[config.mk]
export PLATFORM = sky130hd
export DESIGN_NAME = pkt_stream_gen
export DESIGN_NICKNAME = d
export VERILOG_FILES = /design/src/rtl/pkt_gen_pkg.sv /design/src/rtl/pkt_dip4_unit.sv /design/src/rtl/pkt_cmd_seq.sv /design/src/rtl/pkt_word_fmt.sv /design/src/rtl/pkt_stream_gen.sv
export SDC_FILE = /design/constraint.sdc
export NUM_CORES = 1
export LEC_CHECK = 0
export ABC_AREA = 1
export BUFFER_PORTS_ARGS = -buffer_cell sky130_fd_sc_hd__clkbuf_2
export CAP_MARGIN = 20
export CORE_ASPECT_RATIO = 1.25
export CORE_MARGIN = 10
export CORE_UTILIZATION = 45
export CTS_CLUSTER_DIAMETER = 50
export DETAILED_ROUTE_END_ITERATION = 8
export GPL_TIMING_DRIVEN = 0
export PLACE_DENSITY_LB_ADDON = 0.25
export SETUP_SLACK_MARGIN = 0.02
export SYNTH_ARGS = -nofsm -noshare
export SYNTH_HDL_FRONTEND = slang
export SYNTH_SLANG_ARGS = --single-unit
export TNS_END_PERCENT = 30
[constraint.sdc]
create_clock -name clk -period 2.8 [get_ports clk]
set_input_delay 0.14 -clock clk [delete_from_list [all_inputs] [get_ports clk]]
set_output_delay 0.14 -clock clk [all_outputs]
set_load 0.03 [all_outputs]
[src/rtl/pkt_gen_pkg.sv]
// Shared constants, state type and parity helpers for the packet
// stream generator. Assumes a fixed 16-bit stream word.
package pkt_gen_pkg;

    localparam int WORD_W = 16;
    localparam int ADDR_W = 8;
    localparam int BYTE_W = 8;
    localparam int CODE_W = 4;
    localparam int DIP_W  = 4;

    typedef enum logic [2:0] {
        ST_IDLE,
        ST_OPEN,
        ST_HDR,
        ST_PAY,
        ST_MID_IDLE,
        ST_MID_PCW,
        ST_CLOSE,
        ST_RAW
    } seq_st_e;

    localparam logic [CODE_W-1:0] CODE_CLEAN     = 4'd0;
    localparam logic [CODE_W-1:0] CODE_DIP_FLAG  = 4'd1;
    localparam logic [CODE_W-1:0] CODE_NO_START  = 4'd2;
    localparam logic [CODE_W-1:0] CODE_NO_END    = 4'd3;
    localparam logic [CODE_W-1:0] CODE_MID_PCW   = 4'd4;
    localparam logic [CODE_W-1:0] CODE_MID_IDLE  = 4'd5;
    localparam logic [CODE_W-1:0] CODE_TAIL_SOP  = 4'd6;
    localparam logic [CODE_W-1:0] CODE_ABORT_SOP = 4'd7;
    localparam logic [CODE_W-1:0] CODE_ABORT     = 4'd8;
    localparam logic [CODE_W-1:0] CODE_DIP_ONLY  = 4'd9;

    localparam logic [1:0] END_NONE  = 2'b00;
    localparam logic [1:0] END_ABORT = 2'b01;
    localparam logic [1:0] END_TWO   = 2'b10;
    localparam logic [1:0] END_ONE   = 2'b11;

    // Rotate a sum word left by one position.
    function automatic logic [WORD_W-1:0] rotl1(input logic [WORD_W-1:0] v);
        return {v[WORD_W-2:0], v[WORD_W-1]};
    endfunction

    // Fold a 16-bit sum into 4 parity bits by XOR of its nibbles.
    function automatic logic [DIP_W-1:0] fold4(input logic [WORD_W-1:0] v);
        return v[15:12] ^ v[11:8] ^ v[7:4] ^ v[3:0];
    endfunction

    // Assemble a control word with an empty parity field.
    function automatic logic [WORD_W-1:0] ctl_word(input logic kind,
                                                   input logic [1:0] endst,
                                                   input logic start,
                                                   input logic [ADDR_W-1:0] addr);
        return {kind, endst, start, addr, 4'h0};
    endfunction

endpackage

[src/rtl/pkt_dip4_unit.sv]
// Parity unit: keeps the diagonal running sum over data words and
// writes the folded parity into every control word passing through.
// Assumes exactly one word passes per clock.
module pkt_dip4_unit
    import pkt_gen_pkg::*;
(
    input  logic              clk,
    input  logic              rst_n,
    input  logic [WORD_W-1:0] word_in,
    input  logic              is_ctl,
    input  logic              inv,
    output logic [WORD_W-1:0] word_out
);

    logic [WORD_W-1:0] sum_q;
    logic [WORD_W-1:0] sum_nx;
    logic [WORD_W-1:0] fed;

    // Combine the running sum with the word now being sent.
    always_comb begin
        fed      = is_ctl ? {word_in[WORD_W-1:DIP_W], 4'hF} : word_in;
        sum_nx   = rotl1(sum_q) ^ fed;
        word_out = is_ctl ? {word_in[WORD_W-1:DIP_W], fold4(sum_nx) ^ {DIP_W{inv}}}
                          : word_in;
    end

    // Hold the sum across data words; restart after a control word.
    always_ff @(posedge clk) begin
        if (!rst_n)      sum_q <= '0;
        else if (is_ctl) sum_q <= '0;
        else             sum_q <= sum_nx;
    end

endmodule

[src/rtl/pkt_cmd_seq.sv]
// Command sequencer: accepts packet and raw commands when idle, holds
// their fields and walks the framing states. Assumes fault codes above
// nine are to be handled as a clean packet.
module pkt_cmd_seq
    import pkt_gen_pkg::*;
#(
    parameter int LEN_W = 15
) (
    input  logic              clk,
    input  logic              rst_n,
    input  logic              pkt_start,
    input  logic [ADDR_W-1:0] pkt_port,
    input  logic [CODE_W-1:0] pkt_err,
    input  logic [LEN_W-1:0]  pkt_len,
    input  logic [BYTE_W-1:0] pkt_seed,
    input  logic              cw_start,
    input  logic [WORD_W-1:0] cw_word,
    input  logic              cw_inv,
    output seq_st_e           st,
    output logic [ADDR_W-1:0] port_q,
    output logic [CODE_W-1:0] code_q,
    output logic [LEN_W-1:0]  len_q,
    output logic [BYTE_W-1:0] byte_q,
    output logic [WORD_W-1:0] raw_q,
    output logic              raw_inv_q,
    output logic              last_pay
);

    seq_st_e           st_nx;
    logic [LEN_W-1:0]  nw;
    logic [LEN_W-1:0]  half;
    logic [LEN_W-1:0]  pw;
    logic [LEN_W-1:0]  pw_inc;
    logic              mid_code;
    logic [BYTE_W-1:0] seed_q;
    logic              take_pkt;
    logic              take_raw;

    // Word counts derived from the held length.
    always_comb begin
        nw       = {1'b0, len_q[LEN_W-1:1]} + {{(LEN_W-1){1'b0}}, len_q[0]};
        half     = {1'b0, nw[LEN_W-1:1]};
        pw_inc   = pw + 1'b1;
        last_pay = (pw == nw - 1'b1);
        mid_code = (code_q == CODE_MID_PCW) || (code_q == CODE_MID_IDLE);
        take_pkt = (st == ST_IDLE) && pkt_start;
        take_raw = (st == ST_IDLE) && !pkt_start && cw_start;
    end

    // Next framing state.
    always_comb begin
        st_nx = st;
        case (st)
            ST_IDLE:     if (pkt_start)     st_nx = ST_OPEN;
                         else if (cw_start) st_nx = ST_RAW;
            ST_OPEN:     st_nx = ST_HDR;
            ST_HDR:      st_nx = (nw == '0) ? ST_CLOSE : ST_PAY;
            ST_PAY:      if (last_pay)
                             st_nx = ST_CLOSE;
                         else if (mid_code && (pw_inc == half))
                             st_nx = (code_q == CODE_MID_IDLE) ? ST_MID_IDLE : ST_MID_PCW;
                         else
                             st_nx = ST_PAY;
            ST_MID_IDLE: st_nx = ST_MID_PCW;
            ST_MID_PCW:  st_nx = ST_PAY;
            ST_CLOSE:    st_nx = ST_IDLE;
            ST_RAW:      st_nx = ST_IDLE;
            default:     st_nx = ST_IDLE;
        endcase
    end

    // State, command fields and payload counters.
    always_ff @(posedge clk) begin
        if (!rst_n) begin
            st        <= ST_IDLE;
            port_q    <= '0;
            code_q    <= CODE_CLEAN;
            len_q     <= '0;
            seed_q    <= '0;
            raw_q     <= '0;
            raw_inv_q <= 1'b0;
            pw        <= '0;
            byte_q    <= '0;
        end else begin
            st <= st_nx;
            if (take_pkt) begin
                port_q <= pkt_port;
                code_q <= (pkt_err > CODE_DIP_ONLY) ? CODE_CLEAN : pkt_err;
                len_q  <= pkt_len;
                seed_q <= pkt_seed;
            end
            if (take_raw) begin
                raw_q     <= cw_word;
                raw_inv_q <= cw_inv;
            end
            if (st == ST_HDR) begin
                pw     <= '0;
                byte_q <= seed_q;
            end else if (st == ST_PAY && !last_pay) begin
                pw     <= pw_inc;
                byte_q <= byte_q + 8'd2;
            end
        end
    end

endmodule

[src/rtl/pkt_word_fmt.sv]
// Word formatter: builds the unprotected word for the current state,
// with the fault code applied. Assumes the parity field is filled in
// downstream for every control word.
module pkt_word_fmt
    import pkt_gen_pkg::*;
#(
    parameter int LEN_W = 15
) (
    input  seq_st_e           st,
    input  logic [ADDR_W-1:0] port_q,
    input  logic [CODE_W-1:0] code_q,
    input  logic [LEN_W-1:0]  len_q,
    input  logic [BYTE_W-1:0] byte_q,
    input  logic [WORD_W-1:0] raw_q,
    input  logic              raw_inv_q,
    input  logic              last_pay,
    output logic [WORD_W-1:0] word,
    output logic              is_ctl,
    output logic              inv
);

    logic [1:0]        end_sel;
    logic              tail_start;
    logic              hdr_flag;
    logic [WORD_W-2:0] len_field;
    logic [BYTE_W-1:0] lo_byte;

    // Fault-dependent fields of the header and closing word.
    always_comb begin
        if (code_q == CODE_NO_END)
            end_sel = END_NONE;
        else if (code_q == CODE_ABORT || code_q == CODE_ABORT_SOP)
            end_sel = END_ABORT;
        else
            end_sel = len_q[0] ? END_ONE : END_TWO;
        tail_start = (code_q == CODE_TAIL_SOP) || (code_q == CODE_ABORT_SOP);
        hdr_flag   = (code_q == CODE_DIP_FLAG) || (code_q == CODE_ABORT);
        len_field  = '0;
        len_field[LEN_W-1:0] = len_q;
        lo_byte    = (last_pay && len_q[0]) ? '0 : byte_q + 1'b1;
    end

    // Select the word for the current state.
    always_comb begin
        word   = ctl_word(1'b0, END_NONE, 1'b0, '0);
        is_ctl = 1'b1;
        inv    = 1'b0;
        case (st)
            ST_OPEN:     word = ctl_word(1'b1, END_NONE, code_q != CODE_NO_START, port_q);
            ST_HDR: begin
                word   = {hdr_flag, len_field};
                is_ctl = 1'b0;
            end
            ST_PAY: begin
                word   = {byte_q, lo_byte};
                is_ctl = 1'b0;
            end
            ST_MID_IDLE: word = ctl_word(1'b0, END_NONE, 1'b0, '0);
            ST_MID_PCW:  word = ctl_word(1'b1, END_NONE, 1'b0, port_q);
            ST_CLOSE: begin
                word = ctl_word(1'b0, end_sel, tail_start, '0);
                inv  = (code_q == CODE_DIP_FLAG) || (code_q == CODE_DIP_ONLY);
            end
            ST_RAW: begin
                word = raw_q;
                inv  = raw_inv_q;
            end
            default: word = ctl_word(1'b0, END_NONE, 1'b0, '0);
        endcase
    end

endmodule

[src/rtl/pkt_stream_gen.sv]
// Packet stream generator top: sequencer, formatter and parity unit,
// with registered stream outputs. Assumes one word per clock and a
// synchronous active-low reset.
module pkt_stream_gen
    import pkt_gen_pkg::*;
#(
    parameter int LEN_W = 15
) (
    input  logic              clk,
    input  logic              rst_n,
    input  logic              pkt_start,
    input  logic [ADDR_W-1:0] pkt_port,
    input  logic [CODE_W-1:0] pkt_err,
    input  logic [LEN_W-1:0]  pkt_len,
    input  logic [BYTE_W-1:0] pkt_seed,
    input  logic              cw_start,
    input  logic [WORD_W-1:0] cw_word,
    input  logic              cw_inv,
    output logic              busy,
    output logic              done,
    output logic [WORD_W-1:0] tx_data,
    output logic              tx_ctl,
    output logic              tx_valid
);

    seq_st_e           st;
    logic [ADDR_W-1:0] port_q;
    logic [CODE_W-1:0] code_q;
    logic [LEN_W-1:0]  len_q;
    logic [BYTE_W-1:0] byte_q;
    logic [WORD_W-1:0] raw_q;
    logic              raw_inv_q;
    logic              last_pay;
    logic [WORD_W-1:0] fmt_word;
    logic              fmt_ctl;
    logic              fmt_inv;
    logic [WORD_W-1:0] prot_word;

    pkt_cmd_seq #(.LEN_W(LEN_W)) u_seq (
        .clk       (clk),
        .rst_n     (rst_n),
        .pkt_start (pkt_start),
        .pkt_port  (pkt_port),
        .pkt_err   (pkt_err),
        .pkt_len   (pkt_len),
        .pkt_seed  (pkt_seed),
        .cw_start  (cw_start),
        .cw_word   (cw_word),
        .cw_inv    (cw_inv),
        .st        (st),
        .port_q    (port_q),
        .code_q    (code_q),
        .len_q     (len_q),
        .byte_q    (byte_q),
        .raw_q     (raw_q),
        .raw_inv_q (raw_inv_q),
        .last_pay  (last_pay)
    );

    pkt_word_fmt #(.LEN_W(LEN_W)) u_fmt (
        .st        (st),
        .port_q    (port_q),
        .code_q    (code_q),
        .len_q     (len_q),
        .byte_q    (byte_q),
        .raw_q     (raw_q),
        .raw_inv_q (raw_inv_q),
        .last_pay  (last_pay),
        .word      (fmt_word),
        .is_ctl    (fmt_ctl),
        .inv       (fmt_inv)
    );

    pkt_dip4_unit u_dip (
        .clk      (clk),
        .rst_n    (rst_n),
        .word_in  (fmt_word),
        .is_ctl   (fmt_ctl),
        .inv      (fmt_inv),
        .word_out (prot_word)
    );

    // Refuse commands whenever the sequencer is not idle.
    assign busy = (st != ST_IDLE);

    // Register the stream word and the end-of-command pulse.
    always_ff @(posedge clk) begin
        if (!rst_n) begin
            tx_data  <= '0;
            tx_ctl   <= 1'b0;
            tx_valid <= 1'b0;
            done     <= 1'b0;
        end else begin
            tx_data  <= prot_word;
            tx_ctl   <= fmt_ctl;
            tx_valid <= 1'b1;
            done     <= (st == ST_CLOSE) || (st == ST_RAW);
        end
    end

endmodule

==> Flow_metrics.wiki, run 1 <==
{| class="wikitable"
! Metric !! Value
|-
| WS Path Type || register to register
|-
| Setup slack at placement || -0.507 ns
|-
| Number of top-level design ports || 76
|-
| Capturing element of the worst setup path || tx_data[0]
|-
| Final standard cell count with taps included and fillers excluded || ~1,300
|-
| Root buffer cell || clkbuf_16
|-
| Fmax achieved || ~320 MHz
|-
| Total nets after synthesis || between 1,000 and 1,500
|-
| Critical path launch point || u_seq.len_q[1]
|-
| Pre-Repair DR Iteration Count || 5
|-
| Simple-gate share of the synthesized area || 0.347
|-
| Area of the die || roughly 0.020 mm²
|-
| Cell accounting for the most synthesized area || dfxtp_1
|-
| Vias in the first global route || around 6,500
|-
| Number of cells in the design after placement || between 1,000 and 1,500
|-
| Leakage Power || between 0.003 and 0.004 µW
|-
| RSZ-0062 raised after global routing || true
|-
| WL per Instance || about 17 µm
|-
| Worst reg2reg setup slack || -0.28 ns
|-
| Worst min path class || input pin to register
|-
| Violated checks || negative setup slack
|-
| Number of max-capacitance violations reported || 0
|-
| Synthesized-area fraction occupied by xor and xnor cells || 0.0585
|-
| Total grt overflow || 0
|-
| Min Tclk post-route || between 3 and 4 ns
|-
| Number of pins exceeding their max-slew limit in the final report || 0
|-
| Highest fanout seen on the critical path || 5
|-
| Cts bufs inserted || 9
|-
| Fraction of layout instances using a drive strength above 1 || 0.234
|-
| Headroom to the max-slew limit || 0.303
|-
| Die Height || approximately 150 µm
|-
| Maximum number of pins on one net before global-route repair || 21
|-
| Latest clock arrival within the worst-skew pair || 0.37 ns
|-
| Worst setup slack after layout || -0.284 ns
|-
| Synthesized-area fraction occupied by ao, oa, aoi and oai cells || 0.157
|-
| Required time at the worst-slack endpoint || just over 3 ns
|-
| Layout Area Growth over Synthesis || 23.1%
|-
| CTS H-tree depth || 3
|-
| Via count || roughly 6,800
|-
| Filler Cells Inserted || ~1,400
|-
| Flip-flop and latch count after synthesis || 110
|-
| Synth warn || 0
|-
| Startpoint type of the worst setup path || register
|-
| Starting DRT DRC Count || about 450
|-
| Via density per instance || 5.41
|-
| Worst supply voltage drop on vdd || ~0.54 mV
|-
| Final number of setup-violating endpoints || 29
|-
| Seq. cell area || ~0.0022 mm²
|-
| Post-layout nets || about 1,100
|-
| Number of cell instances on the worst register-to-register path || 25
|-
| Part of the Yosys area used for sequential elements || 0.341
|-
| Final Hold Viols || 0
|-
| # clock sinks || 110
|-
| Std-Cell Rows || 48
|-
| Number of I/O port buffers || 70
|-
| Run status || finished, violations left
|-
| Transition time at the pin with the least slew margin || between 1 and 1.5 ns
|-
| # DRC || 0
|-
| Clock tree buffer depth || 2
|-
| Wire length of the first global-routing pass || ~34,000 µm
|-
| X dimension of the die || 127 µm
|-
| Final Skew || between 0.01 and 0.015 ns
|-
| Combinational family with the most area after synthesis || simple AND/OR/NAND/NOR gates
|-
| Count of cell types in the netlist || between 40 and 50
|-
| CTS tree || done
|-
| Final Cycle Share || 1.10
|-
| Final weighted congestion in routability-driven placement || 0.963
|-
| Area inside the core boundary || approximately 0.014 mm²
|-
| Cell count after synthesis || 970
|-
| Detailed Place HPWL || 16,700 µm
|-
| Initial antenna violation count || 0
|-
| Antenna Violating Nets Remaining || 0
|-
| Effective utilization at floorplan || 0.464
|-
| Synthesized area per cell || about 6.7 µm²
|-
| Mux cell area share after synthesis || 0
|-
| Area share of the largest cell type after synthesis || 0.341
|-
| Kind of capture point of the worst setup path || register
|-
| Clock input transition at the sequential cells of the worst setup and hold paths || approximately 0.090 ns
|-
| Total power per unit cell area || 996 mW/mm²
|-
| Netlist area before placement || ~0.0065 mm²
|-
| Arrival time at the worst endpoint || ~3.4 ns
|-
| Final antenna diode count || 0
|-
| Biggest area contributors in the synthesized netlist || dfxtp_1, nand2_1, nand3_1, a21oi_1, inv_1
|-
| Post-Synth Adder-Cell Area || 0.0116
|-
| Total negative slack for setup checks || -3.87 ns
|-
| Combined global-route utilization of all metal layers || 0.216
|-
| Routed wire length || ~22,000 µm
|-
| Startpoint of the lowest-slack register-to-register path || u_seq.len_q[1]
|-
| Critical R2R Capture || tx_data[0]
|-
| Multi-input gate area || between 0.004 and 0.005 mm²
|}
-- cell type report --
cell class                 instances  area share
clock inverter                     7     0.00786
tap                              175      0.0275
timing repair buffer              89      0.0657
inverter                         115      0.0550
clock buffer                       9      0.0283
multi-input combinational        717       0.521
sequential                       110       0.279
buffer                            29      0.0154
-- cells in the mapped netlist, drive strengths merged --
library cell  instances
a211oi                8
a21oi                96
a221oi                9
a22oi                 3
a31oi                 8
buf                   5
clkbuf               24
clkinv                2
dfxtp               110
ha                    6
inv                 113
nand2               250
nand3               105
nand3b                2
nand4                15
nor2                 90
nor3                 11
nor3b                 1
nor4                  5
o2111ai               1
o211ai                1
o21a                  1
o21ai                52
o21bai                1
o221ai                1
o22ai                 3
or2                   7
xnor2                 7
xnor3                 2
xor2                 31
-- sequential cells by signal, summed over array words and instances, names as in the netlist --
signal / count
u_dip.sum_q: 16
done: 1
tx_data: 16
tx_valid: 1
u_seq.byte_q: 8
u_seq.len_q: 15
tx_ctl: 1
u_seq.raw_inv_q: 1
u_seq.pw: 15
u_seq.st: 3
u_seq.code_q: 4
u_seq.port_q: 8
u_seq.seed_q: 8
u_seq.raw_q: 13
-- kinds of logic after synthesis --
kind of cell	count (synthesis)
AOI/OAI and AO/OA	184
xor gates and xnor gates	40
adders and majority gates	6
buffers and inverters	144
DFF	110
and+or+nand+nor	486
-- power breakdown --
part           internal [µW]  leakage, µW  total [µW]  switching, µW
logic                   1500      0.00229        4380           2890
clock network            626     0.000144        1290            665
registers               1920     0.000902        2250            325
-- metrics by stage --
stage	power [µW]	hold WS [ns]	instance area, µm²	utilization
floorplan	4960	0.168	6490	-
global placement	5930	0.296	7060	0.507
detailed placement	5960	0.296	7060	0.507
CTS	7590	0.0177	7690	0.552
global route	8500	0.0364	7960	0.571
finish	7920	0.0147	7960	0.571
-- worst min-delay path by stage --
stage                           start         endpoint  slack (ns)  cells past startpoint
after floorplan                 rst_n         tx_valid        0.17                      0
after global placement          rst_n         tx_valid        0.30                      1
after detailed placement        rst_n         tx_valid        0.30                      1
after CTS                 pkt_port[0]  u_seq.port_q[0]        0.02                      3
after global routing      pkt_port[0]  u_seq.port_q[0]        0.04                      3
final                     pkt_port[0]  u_seq.port_q[0]        0.01                      3
-- layer usage --
| layer | global-route usage | up-vias | wire length [µm] | share of wire |
|---|---|---|---|---|
| li1 | - | 3390 | - | - |
| met1 | 0.243 | 3125 | 8800 | 0.40 |
| met2 | 0.387 | 196 | 11200 | 0.51 |
| met3 | 0.0420 | 51 | 1110 | 0.051 |
| met4 | 0.0902 | 0 | 730 | 0.033 |
| met5 | 0 | - | 0 | 0 |
-- cell usage in the layout, fill, tap and decap left out, types with 9 or more instances in the layout --
cell type,synthesis,layout
nand2_1,222,191
dfxtp_1,110,101
nor2_4,6,14
nand3_2,3,11
a21oi_1,96,92
nor2_2,10,14
a221oi_1,9,9
nor2_1,74,63
o21ai_0,51,50
nand2_4,3,19
nand4_1,13,13
clkbuf_1,24,24
buf_4,0,16
nand2_2,25,40
clkbuf_16,0,9
nor3_1,10,9
xor2_1,31,30
clkbuf_2,0,70
nand3_1,102,90
inv_1,109,104
-- worst max-delay path, stage by stage, from the launching register on --
cell	delay, ns
dfxtp_4	0.36
ha_4	0.16
ha_4	0.15
nand2_4	0.09
nor2_4	0.19
nand4_1	0.20
nand2_2	0.18
buf_6	0.11
nand2_1	0.05
nand2_2	0.07
nand3_2	0.08
nand2_2	0.11
nand4_4	0.08
nor2_4	0.17
nand4_4	0.14
buf_6	0.18
nand2_4	0.08
nand2_4	0.06
nand2_4	0.11
nand3_2	0.08
nand2_2	0.08
inv_2	0.03
nand2_1	0.04
nand3_1	0.06
nand2_1	0.07
inv_1	0.04
-- timing repair --
item                                    4_1_cts  5_1_grt
pin swaps                                    21       30
hold endpoints to repair                      1        0
gates cloned                                  1        0
resized for setup                            54       65
hold buffers                                  1        0
endpoints found under the setup margin       39       41
buffers inserted                             14        4
Note: power is estimated with default switching activity, not from simulation.
==> run 2, diff against run 1 <==
--- a/config.mk
+++ b/config.mk
@@ -16,7 +16,7 @@
 export GPL_TIMING_DRIVEN = 0
 export PLACE_DENSITY_LB_ADDON = 0.25
 export SETUP_SLACK_MARGIN = 0.02
+export SLEW_MARGIN = 10
 export SYNTH_ARGS = -nofsm -noshare
 export SYNTH_HDL_FRONTEND = slang
 export SYNTH_SLANG_ARGS = --single-unit
-export TNS_END_PERCENT = 30
==> Flow_metrics.wiki, run 2 (synthesized netlist as in run 1, its figures left out) <==
{| class="wikitable"
! Metric !! Value
|-
| Arrival time at the worst endpoint || 3.36 ns (about the same)
|-
| Die Height || 154 µm (unchanged)
|-
| Final antenna diode count || 0 (unchanged)
|-
| Kind of capture point of the worst setup path || register
|-
| Min Tclk post-route || 3.09 ns (+0.00968 ns)
|-
| Startpoint type of the worst setup path || register
|-
| Latest clock arrival within the worst-skew pair || 0.37 ns (about the same)
|-
| Delay-heaviest family, CP || simple AND/OR/NAND/NOR gates
|-
| Leading registers by flop count || tx_data: 16 flops, u_dip.sum_q: 16 flops
|-
| Initial antenna violation count || 0 (unchanged)
|-
| Worst reg2reg setup slack || -0.29 ns (about the same)
|-
| Leakage Power || 0.00335 µW (+0.29%)
|-
| Area of the die || 0.0196 mm² (unchanged)
|-
| Number of buffers and inverters on the critical path || 4 (unchanged)
|-
| Total grt overflow || 0 (unchanged)
|-
| Crit-path max cell delay || 0.36 ns (about the same)
|-
| RSZ-0062 raised after global routing || true
|-
| Cts bufs inserted || 9 (unchanged)
|-
| WL per Instance || 17.6 µm (+0.73%)
|-
| Number of cell instances on the worst register-to-register path || 25 (unchanged)
|-
| Maximum number of pins on one net before global-route repair || 21 (unchanged)
|-
| Most frequent cells in the layout || nand2_1, inv_1, dfxtp_1
|-
| Post-Place Cell Area || 0.00706 mm² (unchanged)
|-
| Fraction of layout instances using a drive strength above 1 || 0.242 (+0.00743)
|-
| Capturing element of the worst setup path || tx_data[0]
|-
| Run status || finished, violations left
|-
| Combined global-route utilization of all metal layers || 0.216 (about the same)
|-
| Worst setup slack after layout || -0.293 ns (-0.00968 ns)
|-
| Worst min path class || input pin to register
|-
| # clock sinks || 110 (unchanged)
|-
| Critical path launch point || u_seq.len_q[1]
|-
| Via density per instance || 5.43 (+0.53%)
|-
| X dimension of the die || 127 µm (unchanged)
|-
| Clock input transition at the sequential cells of the worst setup and hold paths || 0.08 ns (about the same)
|-
| Vias in the first global route || 6,534 (-0.076%)
|-
| Multi-input gate area || 0.00419 mm² (+1.0%)
|-
| Highest fanout seen on the critical path || 5 (unchanged)
|-
| Transition time at the pin with the least slew margin || 1.01 ns (-0.0371 ns)
|-
| Filler Cells Inserted || 1,392 (-0.29%)
|-
| Layout Area Growth over Synthesis || 23.9%
|-
| Number of top-level design ports || 76 (unchanged)
|-
| Final weighted congestion in routability-driven placement || 0.963 (unchanged)
|-
| WS Path Type || register to register
|-
| Depth of the worst hold-timing path || 3 (unchanged)
|-
| Worst supply voltage drop on vdd || 0.542 mV (about the same)
|-
| Pre-Repair DR Iteration Count || 5 (unchanged)
|-
| Cell area after layout || 0.00800 mm² (+0.60%)
|-
| Startpoint of the lowest-slack register-to-register path || u_seq.len_q[1]
|-
| Hold Slack || 0.0159 ns (+0.00114 ns)
|-
| Wire length of the first global-routing pass || 34,000 µm (about the same)
|-
| Post-layout nets || 1,133 (unchanged)
|-
| Antenna Violating Nets Remaining || 0 (unchanged)
|-
| Headroom to the max-slew limit || 0.328 (+0.0248)
|-
| Final number of setup-violating endpoints || 29 (unchanged)
|-
| # DRC || 0 (unchanged)
|-
| Via count || 6,798 (+0.53%)
|-
| Violated checks || negative setup slack
|-
| Most common cell after layout, fill and taps aside || nand2_1
|-
| Cell with the largest stage delay on the worst path || dfxtp_4
|-
| Required time at the worst-slack endpoint || 3.06 ns (about the same)
|-
| Effective utilization at floorplan || 0.464 (unchanged)
|-
| Area inside the core boundary || 0.0139 mm² (unchanged)
|-
| Seq. cell area || 0.00222 mm² (unchanged)
|-
| Critical R2R Capture || tx_data[0]
|-
| Worst path depth || 25 (unchanged)
|-
| Final Skew || 0.0132 ns (+0.000168 ns)
|-
| CTS H-tree depth || 3 (unchanged)
|-
| Number of max-capacitance violations reported || 0 (unchanged)
|-
| Final Cycle Share || 1.10 (+0.00346)
|-
| Final Hold Viols || 0 (unchanged)
|-
| Fmax achieved || 323 MHz (-0.31%)
|-
| Total power per unit cell area || 996 mW/mm² (about the same)
|-
| Number of pins exceeding their max-slew limit in the final report || 0 (unchanged)
|-
| Routed wire length || 22,000 µm (+0.73%)
|-
| Clock tree buffer depth || 2 (unchanged)
|-
| Detailed Place HPWL || 16,700 µm (unchanged)
|-
| Std-Cell Rows || 48 (unchanged)
|-
| Starting DRT DRC Count || 452 (+0.22%)
|-
| Root buffer cell || clkbuf_16
|-
| CTS tree || done
|-
| Number of I/O port buffers || 70 (unchanged)
|}
-- run 2: cell types whose count changed in the layout (fill, tap and decap cells not counted), moves of 2 or more --
cell,previous run,this run
a21oi_2,4,7
nand2_1,191,189
a21oi_1,92,89
nand2_4,19,21
-- run 2: stage by stage --
step	setup TNS [ns]	worst slack, ns	utilization	total power [µW]	instances
floorplan	0	0.0269	-	4960	970
global placement	-11.14	-0.462	0.507	5930	1215
detailed placement	-12.46	-0.507	0.507	5960	1215
CTS	-2.16	-0.226	0.552	7590	1247
global route	-10.55	-0.460	0.574	8530	1251
finish	-4.07	-0.293	0.574	7970	1251
-- run 2: layout make-up --
cell class,instances,area share
Buffer,29,0.0153
Clock buffer,9,0.0281
Clock inverter,7,0.00782
Inverter,115,0.0550
Multi-Input combinational cell,717,0.523
Sequential cell,110,0.277
Tap cell,175,0.0274
Timing Repair Buffer,89,0.0658
-- run 2: repair_timing --
| item | 4_1_cts | 5_1_grt |
|---|---|---|
| pin swaps | 21 | 31 |
| buffers inserted | 14 | 4 |
| endpoints found under the hold margin | 1 | 0 |
| resized for setup | 56 | 75 |
| setup endpoints to repair | 39 | 41 |
| hold buffers | 1 | 0 |
| gates cloned | 1 | 0 |
-- run 2: worst min path at each step --
stage	start	endpoint	slack, ns
2_1_floorplan	rst_n	tx_valid	0.17
3_3_place_gp	rst_n	tx_valid	0.30
3_5_place_dp	rst_n	tx_valid	0.30
4_1_cts	pkt_port[0]	u_seq.port_q[0]	0.02
5_1_grt	pkt_port[0]	u_seq.port_q[0]	0.04
6_report	pkt_port[0]	u_seq.port_q[0]	0.02
-- run 2: power breakdown --
part / switching, µW / internal [µW]
clock network: 665 / 626
registers: 327 / 1920
logic: 2920 / 1510
total: 3910 / 4060
-- run 2: worst min-delay path, stage by stage --
cell and delay (ns):
clkbuf_2 0.08, nand3_1 0.07, a21oi_1 0.06
-- run 2: routing by layer --
| layer | vias up | routed length [µm] | global-route usage |
|---|---|---|---|
| li1 | 3390 | - | - |
| met1 | 3169 | 8830 | 0.242 |
| met2 | 182 | 11400 | 0.387 |
| met3 | 57 | 1060 | 0.0420 |
| met4 | 0 | 660 | 0.0902 |
| met5 | - | 0 | 0 |
==> run 3, diff against run 2 <==
--- a/config.mk
+++ b/config.mk
@@ -10,7 +10,7 @@
 export CAP_MARGIN = 20
 export CORE_ASPECT_RATIO = 1.25
 export CORE_MARGIN = 10
-export CORE_UTILIZATION = 45
+export CORE_UTILIZATION = 35
 export CTS_CLUSTER_DIAMETER = 50
 export DETAILED_ROUTE_END_ITERATION = 8
 export GPL_TIMING_DRIVEN = 0
==> Flow_metrics.wiki, run 3 (synthesized netlist as in run 1, its figures left out) <==
{| class="wikitable"
! Metric !! Value
|-
| CTS H-tree depth || 3 (unchanged)
|-
| Kind of capture point of the worst setup path || register
|-
| WL per Instance || 17.5 µm (-0.62%)
|-
| Starting DRT DRC Count || 466 (+3.1%)
|-
| Violated checks || negative setup slack
|-
| Final Skew || 0.0116 ns (-0.00164 ns)
|-
| Most frequent cells in the layout || nand2_1, inv_1, dfxtp_1
|-
| Min Tclk post-route || 3.14 ns (+0.0511 ns)
|-
| Via count || 6,861 (+0.93%)
|-
| Combined global-route utilization of all metal layers || 0.187 (-0.0297)
|-
| Final weighted congestion in routability-driven placement || 0.938 (-2.5%)
|-
| Worst setup slack after layout || -0.344 ns (-0.0511 ns)
|-
| WS Path Type || register to register
|-
| # clock sinks || 110 (unchanged)
|-
| Number of top-level design ports || 76 (unchanged)
|-
| # DRC || 0 (unchanged)
|-
| Fraction of layout instances using a drive strength above 1 || 0.249 (+0.00745)
|-
| Pre-Repair DR Iteration Count || 6 (+1)
|-
| Latest clock arrival within the worst-skew pair || 0.37 ns (about the same)
|-
| Startpoint of the lowest-slack register-to-register path || u_seq.len_q[1]
|-
| RSZ-0062 raised after global routing || true
|-
| Most common cell after layout, fill and taps aside || nand2_1
|-
| Initial antenna violation count || 1 (+1)
|-
| Final standard cell count with taps included and fillers excluded || 1,321 (+5.6%)
|-
| Number of cell instances on the worst register-to-register path || 21 (-16%)
|-
| Number of cells in the design after placement || 1,268 (+4.4%)
|-
| Worst reg2reg setup slack || -0.34 ns (-0.05 ns)
|-
| Final Hold Viols || 0 (unchanged)
|-
| Total power per unit cell area || 978 mW/mm² (-1.8%)
|-
| Std-Cell Rows || 55 (+15%)
|-
| Headroom to the max-slew limit || 0.365 (+0.0368)
|-
| Total grt overflow || 0 (unchanged)
|-
| Wire length of the first global-routing pass || 35,400 µm (+4.1%)
|-
| Layout Area Growth over Synthesis || 27.8%
|-
| Hold Slack || 0.0126 ns (-0.00326 ns)
|-
| Final number of setup-violating endpoints || 32 (+10%)
|-
| Antenna Violating Nets Remaining || 0 (unchanged)
|-
| Worst supply voltage drop on vdd || 0.502 mV (-7.5%)
|-
| Leading registers by flop count || tx_data: 16 flops, u_dip.sum_q: 16 flops
|-
| Worst min path class || input pin to register
|-
| Run status || finished, violations left
|-
| Detailed Place HPWL || 17,400 µm (+4.3%)
|-
| Startpoint type of the worst setup path || register
|-
| Cts bufs inserted || 9 (unchanged)
|-
| Highest fanout seen on the critical path || 6 (+1)
|-
| Routed wire length || 23,100 µm (+4.9%)
|-
| Clock tree buffer depth || 2 (unchanged)
|-
| Arrival time at the worst endpoint || 3.43 ns (+0.07 ns)
|-
| Cell area after layout || 0.00826 mm² (+3.2%)
|-
| Transition time at the pin with the least slew margin || 0.953 ns (-0.0552 ns)
|-
| X dimension of the die || 142 µm (+11%)
|-
| Number of max-capacitance violations reported || 0 (unchanged)
|-
| Critical R2R Capture || u_seq.byte_q[6]
|-
| Root buffer cell || clkbuf_16
|-
| Area of the die || 0.0243 mm² (+24%)
|-
| Total negative slack for setup checks || -7.89 ns (-3.82 ns)
|-
| Number of I/O port buffers || 70 (unchanged)
|-
| Maximum number of pins on one net before global-route repair || 22 (+4.8%)
|-
| Number of pins exceeding their max-slew limit in the final report || 0 (unchanged)
|-
| Effective utilization at floorplan || 0.357 (-0.107)
|-
| Die Height || 172 µm (+12%)
|-
| Clock input transition at the sequential cells of the worst setup and hold paths || 0.08 ns (about the same)
|-
| Via density per instance || 5.19 (-4.4%)
|-
| CTS tree || done
|-
| Fmax achieved || 318 MHz (-1.6%)
|-
| Depth of the worst hold-timing path || 3 (unchanged)
|-
| Required time at the worst-slack endpoint || 3.09 ns (+0.03 ns)
|-
| Area inside the core boundary || 0.0181 mm² (+30%)
|-
| Origin of the worst min-delay path || pkt_port[3]
|-
| Post-Place Cell Area || 0.00713 mm² (+0.94%)
|-
| Post-layout nets || 1,149 (+1.4%)
|-
| Final Cycle Share || 1.12 (+0.0182)
|-
| Hold Crit Endpoint || u_seq.port_q[3]
|-
| Vias in the first global route || 6,751 (+3.3%)
|-
| Leakage Power || 0.00345 µW (+3.2%)
|}
run 3: cell count changes in the layout (fill, tap and decap cells not counted), sizes merged:
cell / change
bufbuf: +2
clkinvlp: +1
diode: +1
buf: +14
inv: -1
run 3: what timing repair did:
item                                   4_1_cts  5_1_grt
resized for setup                           90       45
pin swaps                                   24       25
buffers inserted                            23       11
endpoints found under the hold margin        1        0
hold buffers                                 1        0
setup endpoints to repair                   41       41
gates cloned                                 4        0
run 3: final cells by class:
type	count	area (µm²)
antenna	1	2.50
buffer	29	145
clock buffer	9	225
clock inverter	7	75.1
fill	1862	9840
inverter	115	442
multi-input combinational	717	4130
sequential	110	2220
tap	228	285
timing repair buffer	105	736
run 3: where the power goes:
group	leakage [µW]	switching [µW]	internal, µW
Sequential	0.000901	340	1920
Combinational	0.00240	2880	1600
Clock	0.000150	696	636
run 3: how the worst max path moves through the flow:
stage | startpoint | end | slack [ns] | cells after the start
floorplan | u_seq.len_q[0] | tx_data[0] | 0.03 | 23
global placement | u_seq.len_q[1] | u_seq.byte_q[2] | -0.59 | 20
detailed placement | u_seq.len_q[1] | u_seq.byte_q[3] | -0.61 | 20
CTS | u_seq.len_q[1] | tx_data[3] | -0.31 | 23
global route | u_seq.len_q[0] | tx_data[2] | -0.54 | 22
finish | u_seq.len_q[1] | u_seq.byte_q[6] | -0.34 | 21
run 3: layer usage:
layer	global-route usage	part of all wire	up-vias
li1	-	-	3432
met2	0.333	0.51	185
met5	0	0	-
met4	0.102	0.044	0
met1	0.209	0.40	3192
met3	0.0266	0.044	52
run 3: stage by stage:
step	util	setup slack, ns	power (µW)
after floorplan	-	0.0269	4960
after global placement	0.394	-0.590	5940
after detailed placement	0.394	-0.614	5960
after CTS	0.443	-0.306	7840
after global routing	0.456	-0.536	8670
final	0.456	-0.344	8080
run 3: critical path, cell delays in order (launching register included):
cell        delay, ns
dfxtp_4          0.36
ha_4             0.17
ha_4             0.28
inv_4            0.04
ha_4             0.16
xnor2_2          0.15
or2_4            0.14
nand4_1          0.12
a21oi_2          0.17
nand2_1          0.08
nor2_2           0.10
nand2_2          0.08
nor2_4           0.14
buf_4            0.13
buf_6            0.09
nand3_4          0.07
nand2_4          0.11
clkinvlp_4       0.11
buf_4            0.16
nor2_4           0.18
nand2_1          0.07
a31oi_1          0.14
